<file path="config.mk">
export PLATFORM = sky130hd
export DESIGN_NAME = ppirq_regs
export DESIGN_NICKNAME = d
export VERILOG_FILES = /design/src/rtl/ppirq_pkg.sv /design/src/rtl/ppirq_sync.sv /design/src/rtl/ppirq_edge_fsm.sv /design/src/rtl/ppirq_evt_qual.sv /design/src/rtl/ppirq_pending.sv /design/src/rtl/ppirq_regs.sv
export SDC_FILE = /design/constraint.sdc
export NUM_CORES = 1
export LEC_CHECK = 0
export ABC_CLOCK_PERIOD_IN_PS = 2400
export BUFFER_PORTS_ARGS = -buffer_cell sky130_fd_sc_hd__buf_2
export CORE_AREA = 2 2 45 47
export CTS_BUF_LIST = sky130_fd_sc_hd__clkbuf_16
export DETAILED_ROUTE_END_ITERATION = 12
export DIE_AREA = 0 0 47 49
export PLACE_DENSITY = 0.79
export RECOVER_POWER = 100
export SETUP_SLACK_MARGIN = 0.2
export SLEW_MARGIN = 20
export SYNTH_ARGS = -nofsm -noshare
export SYNTH_HDL_FRONTEND = slang
export SYNTH_SLANG_ARGS = --single-unit
</file>
<file path="constraint.sdc">
create_clock -name clk -period 2.4 [get_ports clk]
set_input_delay 0.6 -clock clk [delete_from_list [all_inputs] [get_ports clk]]
set_output_delay 0.6 -clock clk [all_outputs]
set_load 0.01 [all_outputs]
</file>
<file path="src/rtl/ppirq_pkg.sv">
package ppirq_pkg;

    localparam int unsigned REG_W   = 8;
    localparam int unsigned EV_CNT  = 7;

    localparam logic [7:0] ADDR_ENABLE  = 8'h22;
    localparam logic [7:0] ADDR_PENDING = 8'h23;

    localparam int unsigned BIT_INIT = 0;
    localparam int unsigned BIT_IDR  = 1;
    localparam int unsigned BIT_DIR  = 2;
    localparam int unsigned BIT_ADR  = 3;
    localparam int unsigned BIT_SIG  = 4;
    localparam int unsigned BIT_NEG  = 5;
    localparam int unsigned BIT_TMR  = 6;

    typedef enum logic [1:0] {
        MODE_COMPAT  = 2'd0,
        MODE_REVERSE = 2'd1,
        MODE_ECP     = 2'd2,
        MODE_EPP     = 2'd3
    } port_mode_e;

    typedef enum logic {
        LN_HIGH = 1'b0,
        LN_LOW  = 1'b1
    } line_st_e;

endpackage

</file>
<file path="src/rtl/ppirq_sync.sv">
module ppirq_sync #(
    parameter int unsigned STAGES = 2
) (
    input  logic clk,
    input  logic rst_n,
    input  logic din,
    output logic dout
);
    logic [STAGES-1:0] chain_q;

    // Resets to the idle-high level of an active-low line.
    always_ff @(posedge clk or negedge rst_n) begin
        if (!rst_n) chain_q <= '1;
        else        chain_q <= {chain_q[STAGES-2:0], din};
    end

    assign dout = chain_q[STAGES-1];
endmodule

</file>
<file path="src/rtl/ppirq_edge_fsm.sv">
module ppirq_edge_fsm
    import ppirq_pkg::*;
(
    input  logic clk,
    input  logic rst_n,
    input  logic line_s,
    output logic fall
);
    line_st_e state_q;
    line_st_e state_d;

    always_ff @(posedge clk or negedge rst_n) begin
        if (!rst_n) state_q <= LN_HIGH;
        else        state_q <= state_d;
    end

    always_comb begin
        state_d = state_q;
        fall    = 1'b0;
        unique case (state_q)
            LN_HIGH: begin
                if (!line_s) begin
                    state_d = LN_LOW;
                    fall    = 1'b1;
                end
            end
            LN_LOW: begin
                if (line_s) state_d = LN_HIGH;
            end
        endcase
    end
endmodule

</file>
<file path="src/rtl/ppirq_evt_qual.sv">
module ppirq_evt_qual
    import ppirq_pkg::*;
#(
    parameter int unsigned EVN = EV_CNT
) (
    input  logic [1:0]     port_mode,
    input  logic           ev_tmr,
    input  logic           ev_neg,
    input  logic           ev_sig,
    input  logic           ev_adr,
    input  logic           ev_dir,
    input  logic           ev_idr,
    input  logic           init_fall,
    output logic [EVN-1:0] set_vec
);
    logic bidir;
    logic compat;

    assign bidir  = (port_mode == MODE_ECP) || (port_mode == MODE_EPP);
    assign compat = (port_mode == MODE_COMPAT);

    always_comb begin
        set_vec           = '0;
        set_vec[BIT_TMR]  = ev_tmr;
        set_vec[BIT_NEG]  = ev_neg;
        set_vec[BIT_SIG]  = ev_sig;
        set_vec[BIT_ADR]  = ev_adr;
        set_vec[BIT_DIR]  = ev_dir & bidir;
        set_vec[BIT_IDR]  = ev_idr;
        set_vec[BIT_INIT] = init_fall & compat;
    end
endmodule

</file>
<file path="src/rtl/ppirq_pending.sv">
module ppirq_pending #(
    parameter int unsigned EVN = 7
) (
    input  logic           clk,
    input  logic           rst_n,
    input  logic           clr,
    input  logic [EVN-1:0] set_vec,
    output logic [EVN-1:0] pend
);
    for (genvar i = 0; i < EVN; i++) begin : g_bit
        // A set in the same cycle as a clear wins over the clear.
        always_ff @(posedge clk or negedge rst_n) begin
            if (!rst_n)          pend[i] <= 1'b0;
            else if (set_vec[i]) pend[i] <= 1'b1;
            else if (clr)        pend[i] <= 1'b0;
        end
    end
endmodule

</file>
<file path="src/rtl/ppirq_regs.sv">
module ppirq_regs
    import ppirq_pkg::*;
#(
    parameter int unsigned AW          = 8,
    parameter int unsigned DW          = REG_W,
    parameter int unsigned SYNC_STAGES = 2
) (
    input  logic          clk,
    input  logic          rst_n,
    input  logic [AW-1:0] bus_addr,
    input  logic          bus_wr,
    input  logic          bus_rd,
    input  logic [DW-1:0] bus_wdata,
    output logic [DW-1:0] bus_rdata,
    input  logic [1:0]    port_mode,
    input  logic          ev_tmr,
    input  logic          ev_neg,
    input  logic          ev_sig,
    input  logic          ev_adr,
    input  logic          ev_dir,
    input  logic          ev_idr,
    input  logic          host_init_n,
    output logic          irq
);
    localparam int unsigned EVN = DW - 1;

    logic           sel_en;
    logic           sel_pd;
    logic           clr;
    logic           init_s;
    logic           init_fall;
    logic [EVN-1:0] set_vec;
    logic [EVN-1:0] pend;
    logic [EVN-1:0] enable;

    assign sel_en = (bus_addr == AW'(ADDR_ENABLE));
    assign sel_pd = (bus_addr == AW'(ADDR_PENDING));
    assign clr    = bus_wr & sel_pd;

    ppirq_sync #(.STAGES(SYNC_STAGES)) u_sync (
        .clk  (clk),
        .rst_n(rst_n),
        .din  (host_init_n),
        .dout (init_s)
    );

    ppirq_edge_fsm u_edge (
        .clk   (clk),
        .rst_n (rst_n),
        .line_s(init_s),
        .fall  (init_fall)
    );

    ppirq_evt_qual #(.EVN(EVN)) u_qual (
        .port_mode(port_mode),
        .ev_tmr   (ev_tmr),
        .ev_neg   (ev_neg),
        .ev_sig   (ev_sig),
        .ev_adr   (ev_adr),
        .ev_dir   (ev_dir),
        .ev_idr   (ev_idr),
        .init_fall(init_fall),
        .set_vec  (set_vec)
    );

    ppirq_pending #(.EVN(EVN)) u_pend (
        .clk    (clk),
        .rst_n  (rst_n),
        .clr    (clr),
        .set_vec(set_vec),
        .pend   (pend)
    );

    logic unused_msb;
    assign unused_msb = bus_wdata[DW-1];

    always_ff @(posedge clk or negedge rst_n) begin
        if (!rst_n)               enable <= '0;
        else if (bus_wr & sel_en) enable <= bus_wdata[EVN-1:0];
    end

    always_ff @(posedge clk or negedge rst_n) begin
        if (!rst_n) irq <= 1'b0;
        else        irq <= |(pend & enable);
    end

    always_comb begin
        bus_rdata = '0;
        if (bus_rd) begin
            if (sel_en)      bus_rdata = {1'b0, enable};
            else if (sel_pd) bus_rdata = {1'b0, pend};
        end
    end
endmodule

</file>
=== Word-level counts from Yosys, hierarchy flattened ===
Index checks and enable logic that the tools add are counted.

* Bits in registers: 18
* Output and inout port bits: 9
* Logic and storage cells: 43

* Equality and inequality tests: 4
* Mux-type cells: 13
* Bitwise logic cells: 5
* Reductions and logical operators: 10

{| class="wikitable"
|+ Operator list
! cell !! number
|-
| $eq A8 B6 Y1 const B || 2
|-
| $mux W7 || 2
|-
| $reduce_bool A2 Y1 || 7
|-
| $mux W1 || 10
|-
| $mux W8 || 1
|-
| $and A7 B7 Y7 || 1
|-
| $reduce_or A7 Y1 || 1
|-
| $and A1 B1 Y1 || 4
|-
| $eq A2 B2 Y1 const B || 2
|-
| $logic_not A2 Y1 || 1
|-
| $logic_or A1 B1 Y1 || 1
|}

=== Logic depth before layout (Yosys ltp) ===
* Depth after elaboration: 4
* Gate-level depth with buffers: 4
* Gate-level depth less buffers: 3

=== By module ===
From an unflattened synthesis, not the netlist that was laid out.

* Cell total of the unflattened synthesis: 71
* Area, all modules: 892.1 µm²

{| class="wikitable"
|+ Modules (own cells, without submodules)
! module !! instances !! cells each !! area an instance (µm²)
|-
| ppirq_regs || 1 || 44 || 519.2
|-
| ppirq_pending || 1 || 15 || 231.5
|-
| ppirq_evt_qual || 1 || 7 || 56.3
|-
| ppirq_sync || 1 || 2 || 52.6
|-
| ppirq_edge_fsm || 1 || 3 || 32.5
|}

=== Worst setup path after synthesis ===
No wires, ideal clock.

* Kind: input to output
* Start point: in bus_addr[7]
* End point: out bus_rdata[0]
* Arrival: 1.314 ns
* Slack: 0.486 ns
* Stages on the path: 3
* Path through: nor4b_4 -> nand3_1 -> nor2_1

* Word-level cells in the longest chain between the ends: 4
* Elaborated cells on any way between the ends: 5

{| class="wikitable"
|+ RTL lines
! what !! line !! source
|-
| from (decl) || ppirq_regs.sv:10 || <nowiki>input logic [AW-1:0] bus_addr,</nowiki>
|-
| $eq A8 B6 Y1 || ppirq_regs.sv:37 || <nowiki>assign sel_pd = (bus_addr == AW'(ADDR_PENDING));</nowiki>
|-
| $mux W7 || ppirq_regs.sv:91 || <nowiki>else if (sel_pd) bus_rdata = {1'b0, pend};</nowiki>
|-
| $mux W7 (*) || ppirq_regs.sv:90 || <nowiki>if (sel_en) bus_rdata = {1'b0, enable};</nowiki>
|-
| $mux W8 (*) || ppirq_regs.sv:89 || <nowiki>if (bus_rd) begin</nowiki>
|-
| to (decl) || ppirq_regs.sv:14 || <nowiki>output logic [DW-1:0] bus_rdata,</nowiki>
|}

Every way passes the cells marked *; elsewhere a longest branch is shown, timed or not.

=== Worst setup path after layout ===
* Start point: in bus_addr[7]
* End point: out bus_rdata[3]

The elaborated chain is that of the path after synthesis.

==> results.md <==
- Status: finished, final reports clean
- First-pass GRT wire length: 2.42 mm
- Final Instance Area: 1070 um^2
- GRT busiest layer: met2
- Syn Area/Cell: 13.2 um^2
- Share of cells above drive strength 1: 0.454
- Boundary pin count: 38
- Fin. max-slew vios: 0
- Area post-placement: 987 um^2
- Power share of the combinational group: 0.088
- Routed WL: 1.57 mm
- Area contributors post-synth: dfrtp_1 (50%), mux2_2 (9.8%), mux2i_1 (8.7%), dfstp_2 (6.5%), a21o_1 (5.6%)
- Sw power: 0.140 mW
- Initial antenna violation count: 0
- Crit share post-route: 0.924
- Largest net degree at the start of global routing: 19
- CTS Buf Count: 3
- Most frequent cells in the layout: buf_2 (31), dfrtp_1 (16), mux2i_1 (7), nor2_1 (7), mux2_2 (7)
- Worst Path Class, Setup: in2out
- P&R area growth vs syn: 32.5%
- Die X: 47 um
- Layout Skew: 0.00271 ns
- TNS Setup: 0 ns
- DIE AREA: 2300 um^2
- Die extent in y: 49 um
- Via count: 592
- Setup Fix Bufs, Post-CTS: 0
- CTS H-tree lvls: 1
- M1 GR Usage: 0.165
- Setup violations, final: 0
- M2 GR Usage: 0.258
- R2r startpoint: enable[4]
- Reg power frac: 0.456
- Hold Crit Depth: 0
- Vias in the first global route: 614
- Clk sinks: 18
- Synth area leader: dfrtp_1
- Leakage power: 0.523 nW
- Routed Antenna Nets: 0
- Syn Std Cell Area: 805 um^2
- Placed cells: 120
- Crit start category: primary input
- Global-route total usage across every layer: 0.147
- Sequential share of the synthesized area: 0.563
- GRT overflow: 0
- Worst Path Arrival: 1.62 ns
- Core area: 1840 um^2
- Post-synth top area share: 0.498
- IO buf count: 35
- Worst path required time: 1.80 ns
- Fillers: 166
- Storage cell area: 453 um^2
- Worst slew pin tran: 0.893 ns
- Final nets: 127
- Commonest non-fill, non-tap cell in the layout: buf_2
- Sw Share: 0.197
- Clock Tree Buf Depth: 2
- Worst-path clk slew: 0.05 ns
- Hold Crit Class: reg2reg
- Clk network pwr share: 0.456
- R2r endpoint: irq
- Fin. Hold Viols: 0
- Final min period: 2.22 ns
- Area occupied by multi-input gates: 327 um^2
- Detailed placement HPWL: 1.20 mm
- Non-filler cells, final: 124
- Internal power: 0.574 mW
- Syn nets: 90
- Met3 Track Usage GR: 0.0333
- Crit end category: output pin
- Mapped Cells: 61
- Routability cong.: 0.721
- #FFs+latches synth: 18
- Drt wl/cell: 12.7 um
- Clk_lat worst skew: 0.24 ns
- DRC viols: 0
- Synthesis Warnings: 0
- Max-cap check violation count: 0
- CTS tree: built
- Hold_ws: 0.360 ns
- Worst reg-to-reg path cell count: 2
- Hold worst-path end: u_sync.chain_q[1]
- FF-to-FF setup slack: 1.40 ns
- Vias per Instance: 4.77
- F_max: 0.451 GHz
- Peak VDD IR: 0.401 mV
- Min-delay src: u_sync.chain_q[0]
- Synth cell types: 19
- # diodes: 0
- CP max FO: 7
- Rows: 16
- Root buf cell: clkbuf_16
- Initial DRC count: 12
- Cell area power density: 670 nW/um^2
- Starting Density: 0.437
- First-pass DRT Iterations: 6
- Worst slew margin: 0.404
- RSZ-0062 raised after global routing: no
## critical path, stage by stage
cell and delay (ns):
clkbuf_1 0.10, nor4b_4 0.31, nand3_1 0.27, nor2_1 0.17, clkbuf_1 0.17
## area by class of cell
class	count	area share
clock inverters	1	0.00352
flip-flops and latches	18	0.425
clock buffers	3	0.0704
multi-input cells	39	0.306
repair buffers	35	0.160
well taps	27	0.0317
inverters	1	0.00352
## per-layer routing
metal  vias to the layer above  part of all wire
li1                        291                 -
met1                       272              0.41
met2                        27              0.51
met3                         2             0.078
met4                         0            0.0051
met5                         -                 0
## power by group through the flow
stage	Clock [mW]	Sequential, mW	Combinational, mW
floorplan	0	0.332	0.0285
global placement	0	0.330	0.0632
detailed placement	0	0.331	0.0646
CTS	0.330	0.326	0.0655
global route	0.342	0.328	0.0700
finish	0.326	0.326	0.0626
## worst max-delay path by stage
stage | startpoint | slack [ns] | endpoint
floorplan | bus_addr[7] | 0.49 | bus_rdata[0]
finish | bus_addr[7] | 0.18 | bus_rdata[3]
global route | bus_addr[7] | 0.11 | bus_rdata[3]
CTS | bus_addr[7] | 0.24 | bus_rdata[0]
detailed placement | bus_addr[7] | 0.17 | bus_rdata[0]
global placement | bus_addr[7] | 0.19 | bus_rdata[0]
## cell families (layout without fill, tap and decap cells)
group,Yosys count,after routing,synth area share
DFF,18,18,0.563
muxes,14,14,0.185
and+or+nand+nor,14,14,0.112
AOI/OAI and AO/OA,10,10,0.0980
other,1,1,0.00466
buffers and inverters,4,40,0.0373
## cells in the mapped netlist, drive strengths merged
master  count
nand4       1
inv         1
nand3       2
nor4b       1
nor2        7
conb        1
nor3b       1
and4b       1
dfstp       2
dfrtp      16
a222oi      1
buf         3
nor4        1
a22oi       2
mux2        7
a21o        6
mux2i       7
a22o        1
## timing repair
item,4_1_cts,5_1_grt
resized for setup,1,1
pin swaps,0,1
hold buffers,0,0
endpoints found under the setup margin,7,3
## registers in the layout, summed over array words and instances, names as in the netlist
signal          count
enable              7
u_sync.chain_q      2
u_pend.pend         7
u_edge.state_q      1
irq                 1
## metrics by stage
stage	setup WS [ns]	power, mW	util
detailed placement	0.168	0.396	0.536
CTS	0.236	0.722	0.582
floorplan	0.486	0.360	-
global placement	0.194	0.394	0.536
finish	0.183	0.714	0.579
global route	0.110	0.740	0.579
No activity file was read; power rests on OpenSTA's default activity.
